### src/rtl/mfe_pkg.sv
package mfe_pkg;

  // Frame geometry
  localparam int BYTE_W        = 8;
  localparam int PAT_LEN       = 8;
  localparam int HALF_PER_BYTE = 2 * BYTE_W;
  localparam int IDX_W         = $clog2(HALF_PER_BYTE) + 1;
  localparam int PAT_IDX_W     = $clog2(PAT_LEN);

  // Fixed framing patterns, bit i is the level of half-period i (1 = modulated)
  localparam logic [PAT_LEN-1:0] SOF_PAT = 8'b1011_1000;
  localparam logic [PAT_LEN-1:0] EOF_PAT = 8'b0001_1101;

  typedef enum logic [2:0] {
    ST_IDLE,
    ST_WAIT,
    ST_SOF,
    ST_DATA,
    ST_EOF
  } phase_e;

  typedef enum logic [1:0] {
    SRC_QUIET,
    SRC_SOF,
    SRC_DATA,
    SRC_EOF
  } src_e;

  // Strobes from control to datapath
  typedef struct packed {
    logic             tick;
    logic             loadByte;
    src_e             src;
    logic [IDX_W-1:0] idx;
  } strobe_t;

endpackage

### src/rtl/mfe_ctrl.sv
module mfe_ctrl
  import mfe_pkg::*;
#(
  parameter int DLY_W = 8
) (
  input  logic             clk,
  input  logic             rstN,
  input  logic             halfTick,
  input  logic             trigger,
  input  logic             sofOnly,
  input  logic [DLY_W-1:0] delayVal,
  input  logic             inValid,
  input  logic             inLast,
  output logic             inReady,
  output logic             busy,
  output logic             underflow,
  output strobe_t          ctl
);

  localparam logic [IDX_W-1:0] IDX_ONE  = IDX_W'(1);
  localparam logic [IDX_W-1:0] PAT_END  = IDX_W'(PAT_LEN);
  localparam logic [IDX_W-1:0] BYTE_END = IDX_W'(HALF_PER_BYTE);

  phase_e           st, stNext;
  logic [DLY_W-1:0] delayCnt, cntNext;
  logic [IDX_W-1:0] halfIdx, idxNext;
  logic             lastSeen, lastNext;
  logic             sofOnlyReg, sofNext;
  logic             uflReg, uflNext;
  logic             needByte;

  always_comb begin
    stNext       = st;
    cntNext      = delayCnt;
    idxNext      = halfIdx;
    lastNext     = lastSeen;
    sofNext      = sofOnlyReg;
    uflNext      = uflReg;
    needByte     = 1'b0;
    ctl.tick     = halfTick;
    ctl.loadByte = 1'b0;
    ctl.src      = SRC_QUIET;
    ctl.idx      = '0;

    unique case (st)
      ST_IDLE: begin
        if (trigger) begin
          stNext  = ST_WAIT;
          cntNext = delayVal;
          sofNext = sofOnly;
          uflNext = 1'b0;
        end
      end
      ST_WAIT: begin
        if (halfTick) begin
          if (delayCnt == '0) begin
            ctl.src = SRC_SOF;
            stNext  = ST_SOF;
            idxNext = IDX_ONE;
          end else begin
            cntNext = delayCnt - 1'b1;
          end
        end
      end
      ST_SOF: begin
        if (halfTick) begin
          if (halfIdx < PAT_END) begin
            ctl.src = SRC_SOF;
            ctl.idx = halfIdx;
            idxNext = halfIdx + IDX_ONE;
          end else if (sofOnlyReg) begin
            stNext = ST_IDLE;
          end else begin
            needByte = 1'b1;
          end
        end
      end
      ST_DATA: begin
        if (halfTick) begin
          if (halfIdx < BYTE_END) begin
            ctl.src = SRC_DATA;
            ctl.idx = halfIdx;
            idxNext = halfIdx + IDX_ONE;
          end else if (lastSeen) begin
            ctl.src = SRC_EOF;
            stNext  = ST_EOF;
            idxNext = IDX_ONE;
          end else begin
            needByte = 1'b1;
          end
        end
      end
      ST_EOF: begin
        if (halfTick) begin
          if (halfIdx < PAT_END) begin
            ctl.src = SRC_EOF;
            ctl.idx = halfIdx;
            idxNext = halfIdx + IDX_ONE;
          end else begin
            stNext = ST_IDLE;
          end
        end
      end
      default: stNext = ST_IDLE;
    endcase

    // Byte slot: take the next byte or fall through to end-of-frame
    if (needByte) begin
      if (inValid) begin
        ctl.loadByte = 1'b1;
        ctl.src      = SRC_DATA;
        ctl.idx      = '0;
        stNext       = ST_DATA;
        idxNext      = IDX_ONE;
        lastNext     = inLast;
      end else begin
        uflNext = 1'b1;
        ctl.src = SRC_EOF;
        ctl.idx = '0;
        stNext  = ST_EOF;
        idxNext = IDX_ONE;
      end
    end
  end

  always_ff @(posedge clk or negedge rstN) begin
    if (!rstN) begin
      st         <= ST_IDLE;
      delayCnt   <= '0;
      halfIdx    <= '0;
      lastSeen   <= 1'b0;
      sofOnlyReg <= 1'b0;
      uflReg     <= 1'b0;
    end else begin
      st         <= stNext;
      delayCnt   <= cntNext;
      halfIdx    <= idxNext;
      lastSeen   <= lastNext;
      sofOnlyReg <= sofNext;
      uflReg     <= uflNext;
    end
  end

  assign inReady   = needByte;
  assign busy      = (st != ST_IDLE);
  assign underflow = uflReg;


  underflow_eof_chk: assert property (@(posedge clk) disable iff (!rstN)
    $rose(uflReg) |-> (st == ST_EOF));


  retrigger_ignored_chk: assert property (@(posedge clk) disable iff (!rstN)
    (st != ST_IDLE && st != ST_WAIT) |=> (st != ST_WAIT));

endmodule

### src/rtl/mfe_datapath.sv
module mfe_datapath
  import mfe_pkg::*;
(
  input  logic              clk,
  input  logic              rstN,
  input  strobe_t           ctl,
  input  logic [BYTE_W-1:0] inData,
  output logic              modOut
);

  logic [BYTE_W-1:0]        byteReg;
  logic [BYTE_W-1:0]        curByte;
  logic [HALF_PER_BYTE-1:0] halves;
  logic                     modNext;

  // The first half-period of a fresh byte comes straight from the input
  assign curByte = ctl.loadByte ? inData : byteReg;

  // A 1 bit is unmodulated then modulated, a 0 bit the reverse, LSB first
  for (genvar g = 0; g < BYTE_W; g++) begin : g_halves
    assign halves[2*g]   = ~curByte[g];
    assign halves[2*g+1] =  curByte[g];
  end

  always_comb begin
    unique case (ctl.src)
      SRC_SOF:  modNext = SOF_PAT[ctl.idx[PAT_IDX_W-1:0]];
      SRC_EOF:  modNext = EOF_PAT[ctl.idx[PAT_IDX_W-1:0]];
      SRC_DATA: modNext = halves[ctl.idx[IDX_W-2:0]];
      default:  modNext = 1'b0;
    endcase
  end

  always_ff @(posedge clk or negedge rstN) begin
    if (!rstN) begin
      modOut  <= 1'b0;
      byteReg <= '0;
    end else if (ctl.tick) begin
      modOut <= modNext;
      if (ctl.loadByte) byteReg <= inData;
    end
  end


  mod_stable_chk: assert property (@(posedge clk) disable iff (!rstN)
    !ctl.tick |=> $stable(modOut));


  data_index_chk: assert property (@(posedge clk) disable iff (!rstN)
    (ctl.tick && ctl.src == SRC_DATA) |-> (ctl.idx < IDX_W'(HALF_PER_BYTE)));

endmodule

### src/rtl/mfe_top.sv
module mfe_top
  import mfe_pkg::*;
#(
  parameter int DLY_W = 8
) (
  input  logic             clk,
  input  logic             rstN,
  input  logic             halfTick,
  input  logic             trigger,
  input  logic             sofOnly,
  input  logic [DLY_W-1:0] delayVal,
  input  logic [7:0]       inData,
  input  logic             inValid,
  input  logic             inLast,
  output logic             inReady,
  output logic             modOut,
  output logic             busy,
  output logic             underflow
);

  strobe_t ctl;

  mfe_ctrl #(.DLY_W(DLY_W)) u_ctrl (
    .clk       (clk),
    .rstN      (rstN),
    .halfTick  (halfTick),
    .trigger   (trigger),
    .sofOnly   (sofOnly),
    .delayVal  (delayVal),
    .inValid   (inValid),
    .inLast    (inLast),
    .inReady   (inReady),
    .busy      (busy),
    .underflow (underflow),
    .ctl       (ctl)
  );

  mfe_datapath u_dp (
    .clk    (clk),
    .rstN   (rstN),
    .ctl    (ctl),
    .inData (inData),
    .modOut (modOut)
  );


  idle_quiet_chk: assert property (@(posedge clk) disable iff (!rstN)
    !busy |-> !modOut);


  busy_fall_chk: assert property (@(posedge clk) disable iff (!rstN)
    $fell(busy) |-> $past(halfTick));


  ready_busy_chk: assert property (@(posedge clk) disable iff (!rstN)
    inReady |-> (busy && halfTick));

endmodule

### config.mk
export PLATFORM = sky130hd
export DESIGN_NAME = mfe_top
export DESIGN_NICKNAME = d
export VERILOG_FILES = /design/src/rtl/mfe_pkg.sv /design/src/rtl/mfe_ctrl.sv /design/src/rtl/mfe_datapath.sv /design/src/rtl/mfe_top.sv
export SDC_FILE = /design/constraint.sdc
export NUM_CORES = 1
export LEC_CHECK = 0
export BUFFER_PORTS_ARGS = -buffer_cell sky130_fd_sc_hd__buf_2
export CAP_MARGIN = 10
export CORE_MARGIN = 3
export CORE_UTILIZATION = 55
export CTS_CLUSTER_SIZE = 40
export DETAILED_ROUTE_END_ITERATION = 8
export GPL_TIMING_DRIVEN = 0
export PLACE_DENSITY = 0.85
export SKIP_CTS_REPAIR_TIMING = 1
export SYNTH_ARGS = -nofsm -noshare
export SYNTH_HDL_FRONTEND = slang
export SYNTH_SLANG_ARGS = --single-unit
export TNS_END_PERCENT = 10
### constraint.sdc
create_clock -name clk -period 5.3 [get_ports clk]
set_input_delay 0.53 -clock clk [delete_from_list [all_inputs] [get_ports clk]]
set_output_delay 0.53 -clock clk [all_outputs]
set_load 0.03 [all_outputs]
==> reports/summary.txt <==
========================================================================================================
Dominant synthesized flop cell ............................................................ sky130_fd_sc_hd__dfrtp_1
Initial detailed-routing violation count ..................................................          152
Number of buffers created by CTS ..........................................................            3
Max Buffers Root-to-Sink ..................................................................            2
Cell with the largest stage delay on the worst path ....................................... sky130_fd_sc_hd__dfrtp_1
Achievable frequency ......................................................................   0.4033 GHz
Post-place setup slack ....................................................................     2.856 ns
Largest voltage drop on the vdd net .......................................................     257.5 uV
Run status ................................................................................ finished clean
Number of global-route vias before repair .................................................         1673
Pre-antenna DRT Iters .....................................................................            4
Mean post-synth cell area .................................................................   8.508 um^2
Placement Cell Area ....................................................................... 0.002135 mm^2
Port Buf Inserts ..........................................................................           24
Unrepaired setup endpoints after global routing ...........................................           no
Peak per-stage delay on the critical path .................................................      0.35 ns
Post-synth ARST share .....................................................................       100.0%
Last element of the critical path .........................................................      inReady
Count of standard-cell rows ...............................................................           21
Fin cells .................................................................................          303
Max Slew Vio Count ........................................................................            0
Share of Yosys cell area claimed by the top area cell type ................................       35.81%
HP Class .................................................................................. input pin to asynchronous set/reset pin
Final net count ...........................................................................          286
Insertion delay of the later-clocked pin in the worst-skew pair ...........................      0.35 ns
Layout cell share with drive strength beyond 1 ............................................       21.40%
Total Die Area ............................................................................ 0.004310 mm^2
Post-DRT Antenna Nets .....................................................................            0
Count of cell types in the netlist ........................................................           53
TritonCTS clock tree ......................................................................         done
Arrival time worst endpoint ...............................................................      1.95 ns
Antenna diode count .......................................................................            0
Largest cells by area after synthesis ..................................................... sky130_fd_sc_hd__dfrtp_1, sky130_fd_sc_hd__o21ai_0, sky130_fd_sc_hd__mux2_2
WP depth ..................................................................................            5
Relative max-transition margin ............................................................       56.44%
DRC violations left .......................................................................            0
CP required ...............................................................................      4.77 ns
DR vias/cell ..............................................................................        6.056
Post-route setup TNS ......................................................................         0 ns
Power density over cell area .............................................................. 541.3 mW/mm^2
Most used standard cell by instance count after synthesis ................................. sky130_fd_sc_hd__dfrtp_1
Worst-path fanout max .....................................................................           10
Startpoint of the most critical setup path ................................................ u_ctrl.st[0]
Worst Setup Slack, final ..................................................................     2.820 ns
Final cycle utilization of the critical path ..............................................       46.79%
Final HPWL from detailed placement ........................................................     3.338 mm
Total overflow reported by the global router ..............................................            0
Final weighted congestion of routability-driven global placement ..........................       0.9559
Max-cap violation count ...................................................................            0
Post-synthesis register bit count .........................................................           28
Post-CTS clock slew at the launch and capture registers of the worst setup and hold paths .      0.16 ns
Maximum number of pins on one net before global-route repair ..............................           29
Total number of yosys warnings ............................................................            0
Synthesis-to-finish area growth ...........................................................       10.23%
Placed cell count .........................................................................          300
Number of antenna violations at the first check in global routing .........................            0
Starting density of the core ..............................................................       57.73%
Routed wire length per instance ...........................................................     14.83 um
Worst Skew ................................................................................   0.01121 ns
Horizontal die dimension ..................................................................     65.65 um
List of cells traversed by the critical path .............................................. buf_2, clkbuf_1, nor2_1, nor2_1, buf_2
Clock Tree Root ........................................................................... sky130_fd_sc_hd__clkbuf_4
Final hold viol count .....................................................................            0
Lkg Pwr ...................................................................................    0.9327 nW
Beginning of the worst register-to-register path .......................................... u_ctrl.halfIdx[3]
Top post-synthesis cells by count ......................................................... sky130_fd_sc_hd__dfrtp_1, sky130_fd_sc_hd__nor2_1, sky130_fd_sc_hd__o21ai_0
Number of sinks handled by clock tree synthesis ...........................................           28
End of the worst register-to-register path ................................................  u_dp.modOut
Number of nets in the synthesized netlist .................................................          257
Kind of cell with the highest combined delay on the critical path ......................... buffers and inverters
Library cell with the largest summed area after synthesis ................................. sky130_fd_sc_hd__dfrtp_1
Global router's overall resource usage ....................................................       22.64%
Total via count in the routed design ......................................................         1835
Total wirelength of the detailed-routed design ............................................     4.493 mm
IO Pins ...................................................................................           27
Post-route minimum period .................................................................     2.480 ns
Reg2Reg Depth .............................................................................            9
Cells after Synth .........................................................................          230
H-tree levels .............................................................................            1
Sort of element at the end of the critical path ...........................................   output pin
R2r setup slk .............................................................................      2.90 ns
Proportion of synthesized chip area in sequential cells ...................................       35.81%
Final Util ................................................................................       63.64%
Actual transition at the worst max-transition pin .........................................    0.6535 ns
Die boundary height .......................................................................     65.65 um
Launching element type of the critical path ...............................................    flip-flop
Buf/Inv on CP .............................................................................            3
Kind of critical path ..................................................................... flip-flop to output pin
Area of the core .......................................................................... 0.003390 mm^2
Final setup violation count ...............................................................            0
Global-route wire length before repair ....................................................     7.610 mm
Fin area .................................................................................. 0.002157 mm^2
Netlist area before placement ............................................................. 0.001957 mm^2
Count of flip-flops with a built-in enable after synthesis ................................            0
========================================================================================================
-- cell families after synthesis --
group / Yosys count / share of synthesized area [%]
XOR/XNOR: 1 / 0.4477
AND/OR/NAND/NOR: 83 / 22.76
AO/OA/AOI/OAI: 77 / 26.66
multiplexers: 10 / 5.691
buffers and inverters: 27 / 6.074
adder cells (fa/ha/maj): 4 / 2.558
flip-flops: 28 / 35.81
-- registers in the layout (all words and copies together), names as in the netlist --
name / cells
u_ctrl.underflow: 1
u_ctrl.halfIdx: 5
u_ctrl.lastSeen: 1
u_dp.byteReg: 8
u_ctrl.sofOnlyReg: 1
u_ctrl.st: 3
u_ctrl.delayCnt: 8
u_dp.modOut: 1
-- final cells by class --
class | count | area, um^2
Multi-Input combinational cell | 175 | 1137
Tap cell | 46 | 57.56
Clock buffer | 3 | 22.52
Sequential cell | 28 | 700.7
Buffer | 15 | 73.82
Inverter | 12 | 45.04
Timing Repair Buffer | 24 | 120.1
Fill cell | 306 | 1232
-- metal layers --
layer	GRT usage, %	vias to the layer above	part of all wire (%)	routed length [um]
met5	0	-	0	0
met2	34.42	59	45	2037
met3	3.761	5	6.2	280
met4	9.585	0	1.4	64
li1	-	909	-	-
met1	31.61	862	47	2110
-- layout by cell type (no fill, tap or decap), drive strengths merged, types with 5 or more instances in the layout --
cell type	Yosys	routed
a21oi	17	17
a31oi	5	5
buf	8	32
clkbuf	7	10
dfrtp	28	28
inv	12	12
mux2	9	9
nand2	17	17
nor2	25	25
nor3	11	11
o21ai	22	22
-- through the flow --
stage	hold slack (ns)	power, mW
5_1_grt	0.2215	1.271
3_3_place_gp	0.4684	1.047
2_1_floorplan	0.2344	0.9119
6_report	0.1772	1.168
3_5_place_dp	0.4828	1.070
4_1_cts	0.2042	1.162
-- worst min path at each step --
| stage | from | endpoint | depth (start not counted) | slack [ns] |
|---|---|---|---|---|
| after global routing | rstN | u_ctrl.delayCnt[6] | 1 | 0.22 |
| final | rstN | u_ctrl.lastSeen | 1 | 0.18 |
| after detailed placement | u_ctrl.underflow | u_ctrl.underflow | 1 | 0.48 |
| after CTS | rstN | u_ctrl.lastSeen | 1 | 0.20 |
| after global placement | u_ctrl.underflow | u_ctrl.underflow | 1 | 0.47 |
| after floorplan | rstN | u_ctrl.delayCnt[0] | 0 | 0.23 |
-- power by group --
| group | internal (mW) | total (mW) | switching [mW] |
|---|---|---|---|
| registers | 0.308 | 0.374 | 0.0663 |
| clock network | 0.0269 | 0.0949 | 0.0679 |
| logic | 0.269 | 0.699 | 0.430 |
| total | 0.604 | 1.17 | 0.564 |
Note: power is estimated with default switching activity, not from simulation.
